### config.mk
export PLATFORM = sky130hd
export DESIGN_NAME = xprot_guard
export DESIGN_NICKNAME = d
export VERILOG_FILES = /design/src/rtl/xprot_pkg.sv /design/src/rtl/xprot_classify.sv /design/src/rtl/xprot_cfgregs.sv /design/src/rtl/xprot_guard.sv
export SDC_FILE = /design/constraint.sdc
export NUM_CORES = 1
export LEC_CHECK = 0
export CAP_MARGIN = 20
export CELL_PAD_IN_SITES_DETAIL_PLACEMENT = 2
export CELL_PAD_IN_SITES_GLOBAL_PLACEMENT = 2
export CORE_AREA = 2 2 142 144
export CTS_CLUSTER_DIAMETER = 60
export DETAILED_ROUTE_END_ITERATION = 12
export DIE_AREA = 0 0 144 146
export PLACE_DENSITY = 0.66
export SLEW_MARGIN = 20
export SYNTH_ARGS = -nofsm -noshare
export SYNTH_HDL_FRONTEND = slang
export SYNTH_SLANG_ARGS = --single-unit
### constraint.sdc
create_clock -name clk -period 2.85 [get_ports clk]
set_input_delay 0.57 -clock clk [delete_from_list [all_inputs] [get_ports clk]]
set_output_delay 0.57 -clock clk [all_outputs]
set_load 0.03 [all_outputs]
### src/rtl/xprot_pkg.sv
`timescale 1ns/1ps
package xprot_pkg;

    localparam int unsigned XP_ADDR_W    = 24;
    localparam int unsigned XP_PAGE_SH   = 12;
    localparam int unsigned XP_RAM_PAGES = 64;
    localparam int unsigned XP_CFG_AW    = 3;
    localparam int unsigned XP_CFG_DW    = 16;
    localparam int unsigned XP_OPEN_PAGE = 5;
    localparam logic [XP_ADDR_W-1:0] XP_ARCH_BASE = 24'h200000;
    localparam logic [XP_ADDR_W-1:0] XP_ARCH_LAST = 24'h3FFFFF;

    // Window classification of a bus address.
    typedef enum logic [1:0] {
        RGN_OTHER,
        RGN_RAM,
        RGN_SHADOW,
        RGN_ARCHIVE
    } rgn_e;

    // Result of classification: window and whether a fetch there is refused.
    typedef struct packed {
        rgn_e rgn;
        logic deny;
    } verdict_t;

    // Inclusive range test on addresses widened to 32 bits.
    function automatic logic in_span(logic [31:0] a, logic [31:0] lo, logic [31:0] hi);
        return (a >= lo) && (a <= hi);
    endfunction

endpackage

### src/rtl/xprot_classify.sv
`timescale 1ns/1ps
module xprot_classify
    import xprot_pkg::*;
#(
    parameter int unsigned ADDR_W    = XP_ADDR_W,
    parameter int unsigned PAGE_SH   = XP_PAGE_SH,
    parameter int unsigned RAM_PAGES = XP_RAM_PAGES,
    parameter logic [ADDR_W-1:0] ARCH_BASE = XP_ARCH_BASE,
    parameter logic [ADDR_W-1:0] ARCH_LAST = XP_ARCH_LAST
) (
    input  logic [ADDR_W-1:0]         addr,
    input  logic [RAM_PAGES-1:0]      prot_mask,
    input  logic [ADDR_W-PAGE_SH-1:0] bound_page,
    output verdict_t                  verdict
);

    localparam int unsigned IDX_W   = $clog2(RAM_PAGES);
    localparam int unsigned WIN_LSB = PAGE_SH + IDX_W;
    localparam int unsigned WIN_W   = ADDR_W - WIN_LSB;

    logic [WIN_W-1:0]          win;
    logic [IDX_W-1:0]          pidx;
    logic [ADDR_W-PAGE_SH-1:0] apage;
    logic                      arch_hit;

    assign win      = addr[ADDR_W-1:WIN_LSB];
    assign pidx     = addr[PAGE_SH +: IDX_W];
    assign apage    = addr[ADDR_W-1:PAGE_SH];
    assign arch_hit = in_span(32'(addr), 32'(ARCH_BASE), 32'(ARCH_LAST));

    always_comb begin
        verdict.rgn  = RGN_OTHER;
        verdict.deny = 1'b0;
        if (win == '0) begin
            verdict.rgn  = RGN_RAM;
            verdict.deny = prot_mask[pidx];
        end else if (win == WIN_W'(1)) begin
            // Mirror window inherits the rule of the highest RAM page.
            verdict.rgn  = RGN_SHADOW;
            verdict.deny = prot_mask[RAM_PAGES-1];
        end else if (arch_hit) begin
            verdict.rgn  = RGN_ARCHIVE;
            verdict.deny = (apage >= bound_page);
        end
    end

endmodule

### src/rtl/xprot_cfgregs.sv
`timescale 1ns/1ps
module xprot_cfgregs
    import xprot_pkg::*;
#(
    parameter int unsigned ADDR_W    = XP_ADDR_W,
    parameter int unsigned RAM_PAGES = XP_RAM_PAGES,
    parameter int unsigned DW        = XP_CFG_DW,
    parameter int unsigned AW        = XP_CFG_AW,
    parameter int unsigned BOUND_W   = 12,
    parameter logic [BOUND_W-1:0] BOUND_RST = '0,
    parameter int unsigned OPEN_PAGE = XP_OPEN_PAGE
) (
    input  logic                 clk,
    input  logic                 rst,
    input  logic                 we,
    input  logic [AW-1:0]        addr,
    input  logic [DW-1:0]        wdata,
    input  logic                 flt_valid,
    input  logic [ADDR_W-1:0]    flt_addr,
    output logic [RAM_PAGES-1:0] prot_mask,
    output logic [BOUND_W-1:0]   bound_page,
    output logic [DW-1:0]        rdata
);

    localparam int unsigned WORDS    = RAM_PAGES / DW;
    localparam int unsigned IDX_BND  = WORDS;
    localparam int unsigned IDX_FLO  = WORDS + 1;
    localparam int unsigned IDX_FHI  = WORDS + 2;

    function automatic logic [RAM_PAGES-1:0] reset_mask();
        logic [RAM_PAGES-1:0] m;
        m = '1;
        m[OPEN_PAGE] = 1'b0;
        return m;
    endfunction

    localparam logic [RAM_PAGES-1:0] MASK_RST = reset_mask();

    logic [DW-1:0]      mask_w [WORDS];
    logic [BOUND_W-1:0] bound_q;
    logic [DW-1:0]      flt_hi;

    for (genvar w = 0; w < WORDS; w++) begin : g_word
        always_ff @(posedge clk) begin
            if (rst) begin
                mask_w[w] <= MASK_RST[w*DW +: DW];
            end else if (we && addr == AW'(w)) begin
                mask_w[w] <= wdata;
            end
        end
        assign prot_mask[w*DW +: DW] = mask_w[w];
    end

    always_ff @(posedge clk) begin
        if (rst) begin
            bound_q <= BOUND_RST;
        end else if (we && addr == AW'(IDX_BND)) begin
            bound_q <= wdata[BOUND_W-1:0];
        end
    end

    assign bound_page = bound_q;

    always_comb begin
        flt_hi         = DW'(flt_addr >> DW);
        flt_hi[DW-1]   = flt_valid;
    end

    always_comb begin
        rdata = '0;
        for (int w = 0; w < WORDS; w++) begin
            if (addr == AW'(w)) rdata = mask_w[w];
        end
        if (addr == AW'(IDX_BND)) rdata = DW'(bound_q);
        if (addr == AW'(IDX_FLO)) rdata = flt_addr[DW-1:0];
        if (addr == AW'(IDX_FHI)) rdata = flt_hi;
    end

endmodule

### src/rtl/xprot_guard.sv
`timescale 1ns/1ps
module xprot_guard
    import xprot_pkg::*;
#(
    parameter int unsigned ADDR_W    = XP_ADDR_W,
    parameter int unsigned PAGE_SH   = XP_PAGE_SH,
    parameter int unsigned RAM_PAGES = XP_RAM_PAGES,
    parameter int unsigned CFG_AW    = XP_CFG_AW,
    parameter int unsigned CFG_DW    = XP_CFG_DW,
    parameter int unsigned OPEN_PAGE = XP_OPEN_PAGE,
    parameter logic [ADDR_W-1:0] ARCH_BASE = XP_ARCH_BASE,
    parameter logic [ADDR_W-1:0] ARCH_LAST = XP_ARCH_LAST
) (
    input  logic              clk,
    input  logic              rst,
    input  logic [ADDR_W-1:0] bus_addr,
    input  logic              fetch_stb,
    input  logic              cfg_we,
    input  logic [CFG_AW-1:0] cfg_addr,
    input  logic [CFG_DW-1:0] cfg_wdata,
    output logic [CFG_DW-1:0] cfg_rdata,
    output logic              fault
);

    localparam int unsigned BOUND_W = ADDR_W - PAGE_SH;
    localparam logic [BOUND_W-1:0] BOUND_RST = ARCH_BASE[ADDR_W-1:PAGE_SH];

    logic [RAM_PAGES-1:0] prot_mask;
    logic [BOUND_W-1:0]   bound_page;
    verdict_t             verdict;
    logic                 fault_q;
    logic                 flt_valid;
    logic [ADDR_W-1:0]    flt_addr;
    logic                 violation;

    xprot_cfgregs #(
        .ADDR_W(ADDR_W), .RAM_PAGES(RAM_PAGES), .DW(CFG_DW), .AW(CFG_AW),
        .BOUND_W(BOUND_W), .BOUND_RST(BOUND_RST), .OPEN_PAGE(OPEN_PAGE)
    ) u_regs (
        .clk(clk), .rst(rst), .we(cfg_we), .addr(cfg_addr), .wdata(cfg_wdata),
        .flt_valid(flt_valid), .flt_addr(flt_addr),
        .prot_mask(prot_mask), .bound_page(bound_page), .rdata(cfg_rdata)
    );

    xprot_classify #(
        .ADDR_W(ADDR_W), .PAGE_SH(PAGE_SH), .RAM_PAGES(RAM_PAGES),
        .ARCH_BASE(ARCH_BASE), .ARCH_LAST(ARCH_LAST)
    ) u_cls (
        .addr(bus_addr), .prot_mask(prot_mask), .bound_page(bound_page),
        .verdict(verdict)
    );

    assign violation = fetch_stb && verdict.deny;

    always_ff @(posedge clk) begin
        if (rst) begin
            fault_q   <= 1'b0;
            flt_valid <= 1'b0;
            flt_addr  <= '0;
        end else begin
            fault_q <= violation;
            if (violation && !flt_valid) begin
                flt_valid <= 1'b1;
                flt_addr  <= bus_addr;
            end
        end
    end

    assign fault = fault_q;

endmodule

==> qor.txt <==
Area of the multi-input gates = 2975 um2
GRT overflow = 0
R2R cell count = 10
Netlist area before placement = 5762 um2
Routed len/inst = 21.94 um
H-tree depth = 3
Root buffer cell = clkbuf_16
Lkg Pwr = 2.928 nW
Area Overhead vs Synth = 32.01%
Mean Syn Cell Area = 10.50 um2
Slew @ Worst Pin = 0.5552 ns
Via/cell ratio = 4.963
Critical path arrival = 2.24 ns
CP startpoint kind = input pin
Synth warn = 0
TritonCTS Buffers = 9
Dpl cell area = 7082 um2
Clock network power share = 38.0%
Worst R2R Setup Slack = 0.37 ns
Hold slack final = 0.4806 ns
Worst Skew = 0.01267 ns
Main synth FF type = edfxtp_1
Hold path cells = 2
Core Rows = 51
Synthesized instance count = 549
DP Wirelength = 15,140 um
Chip height = 146 um
IO buf count = 63
TritonCTS clock tree = yes
Layout cell share with drive strength beyond 1 = 27.34%
# diodes = 0
Post-DRT Antenna Nets = 0
Comb pwr share = 17.8%
DRC Markers = 0
Flops & latches, synth = 102
Register area = 2683 um2
Drt total wl = 20,340 um
Initial antenna violation count = 0
Area contributors post-synth = edfxtp_1, dfxtp_1, mux2i_1
Status = completed
Maximum clock frequency = 356.4 MHz
DRT iter0 DRCs = 220
CP peak stage delay = 0.48 ns
Int Power = 0.002818 W
Core Footprint = 19,330 um2
DIE WIDTH = 144 um
Initial cell density of the core = 29.80%
Period utilization = 98.44%
Net count after synthesis = 608
Class of the worst hold path = reg -> reg
Clk slew on worst S/H paths = 0.08 ns
WS Path Type = in -> out
Vias in the first global route = 5,298
Boundary Pins = 64
Cell taking the most area after synthesis = edfxtp_1
Slowest CP cell = clkdlybuf4s50_1
Most frequent CP cell = buf_4
Sequential area share after synthesis = 46.56%
Die area = 21,020 um2
Synth top area share = 33.36%
Total power = 0.003826 W
Global-route wire length before repair = 30,850 um
P per Cell Area = 503.0 nW/um2
Max Cap Viol = 0
Clk sinks = 102
Max VDD drop = 0.1974 mV
Worst endpoint required time = 2.28 ns
EDFF count, synth = 64
Clk_lat worst skew = 0.36 ns
Fin. max-slew vios = 0
Synth top cells by count = mux2i_1, edfxtp_1, nand2b_1, or2_2, dfxtp_1
Sequential power share = 44.2%
Max-slew headroom = 62.99%
CP Cell Sequence = clkdlybuf4s50_1, buf_6, nand2b_2, o32ai_2, buf_4, o21ai_0, a211oi_2, buf_4
Tmin final = 2.805 ns
Final Net Count = 716
Final Cell Area = 7606 um2
Placer Congestion = 0.8071
CP Max Fanout = 7
Switch share = 26.36%
Largest net degree at the start of global routing = 65
Detailed Routing Iterations Pass 1 = 4
Final Setup Violations = 0
Post-synth ARST share = 0%
Crit. End Element = output port
Post-synth cell types = 47
Final-report hold violation count = 0
Most common cell in the netlist = mux2i_1
Max clock buf depth = 2
Vias = 4,601
GRT Total Usage = 19.46%
Sw power = 0.001009 W
FILL cells = 2,073
[logic make-up after synthesis]
logic type      after synthesis  synth area share, %
mux                          76                14.59
fa+ha+maj                    12                2.606
flops                       102                46.56
buf+inv                      55                4.408
compound gates               96                11.36
simple gates                208                20.48
[placed cells by master, fill, tap and decap left out, types with 5 or more instances in the layout]
master           Yosys  final
dfxtp_1             38     38
buf_6                3      5
a22oi_1             21     20
edfxtp_1            64     64
ha_1                12     12
clkdlybuf4s50_1      0     43
nand3_1              7      7
nor2b_1             14     13
nor3_1               7      7
nor2_1              22     20
inv_1               21     21
clkbuf_16            0     10
nand2_1             33     33
mux4_2               6      6
a21o_1               6      6
a21oi_1             19     19
buf_12               1      6
mux2i_1             66     65
o21ai_0             15     11
buf_4                2     73
or2_2               45     45
nand2b_1            63     60
o22ai_1              6      6
a211oi_2             0      5
a211oi_1            11      6
[final timing paths]
| path | startpoint | to |
|---|---|---|
| max reg2reg | u_regs.bound_page[6] | flt_addr[3] |
| max | cfg_addr[1] | cfg_rdata[7] |
| min | flt_addr[5] | flt_addr[5] |
| min reg2reg | flt_addr[5] | flt_addr[5] |
[power by group through the flow]
stage	Clock, W	Combinational [W]	Sequential (W)
final	0.00145	0.000681	0.00169
after CTS	0.00148	0.000667	0.00169
after global placement	0	0.000628	0.00172
after global routing	0.00153	0.000732	0.00170
after floorplan	0	0.000347	0.00170
after detailed placement	0	0.000647	0.00172
[worst max-delay path, delay by kind of cell]
| family | cells | cell delay, ns |
|---|---|---|
| and+or+nand+nor | 1 | 0.18 |
| buffers and inverters | 4 | 0.97 |
| AOI/OAI and AO/OA | 3 | 0.51 |
[state kept, by name, indices dropped and copies added, names as in the netlist]
| signal | cells |
|---|---|
| u_regs.bound_page | 12 |
| flt_valid | 1 |
| flt_addr | 24 |
| fault | 1 |
| u_regs.mask_w | 64 |
[through the flow]
stage	worst slack, ns	setup TNS [ns]	std cells	util, %
2_1_floorplan	-0.04897	-0.1959	549	-
3_3_place_gp	-0.3740	-9.926	908	36.63
3_5_place_dp	-0.4870	-12.30	908	36.63
4_1_cts	0.002040	0	925	38.74
5_1_grt	-0.07460	-0.6964	927	39.34
6_report	0.04453	0	927	39.34
[layer usage]
metal / part of all wire [%] / routed length (um) / up-vias / global-route usage (%)
met3: 2.4 / 480 / 21 / 2.402
met4: 2.1 / 417 / 0 / 6.520
met2: 51 / 10440 / 74 / 34.26
met5: 0 / 0 / - / 0
met1: 44 / 9003 / 2324 / 24.45
li1: - / - / 2182 / -
[final cells by class]
cell class | instances | area share [%]
inverter | 21 | 1.036
timing repair buffer | 131 | 15.76
sequential | 102 | 35.27
clock buffer | 10 | 3.010
clock inverter | 6 | 1.448
multi-input combinational | 392 | 39.12
tap | 265 | 4.359
[repair_timing]
item	4_1_cts	5_1_grt
endpoints found under the setup margin	33	30
setup buffers	1	1
hold buffers	0	0
resized for setup	16	16
pin swaps	6	9
gates cloned	0	1
(Power assumes the default switching activity.)
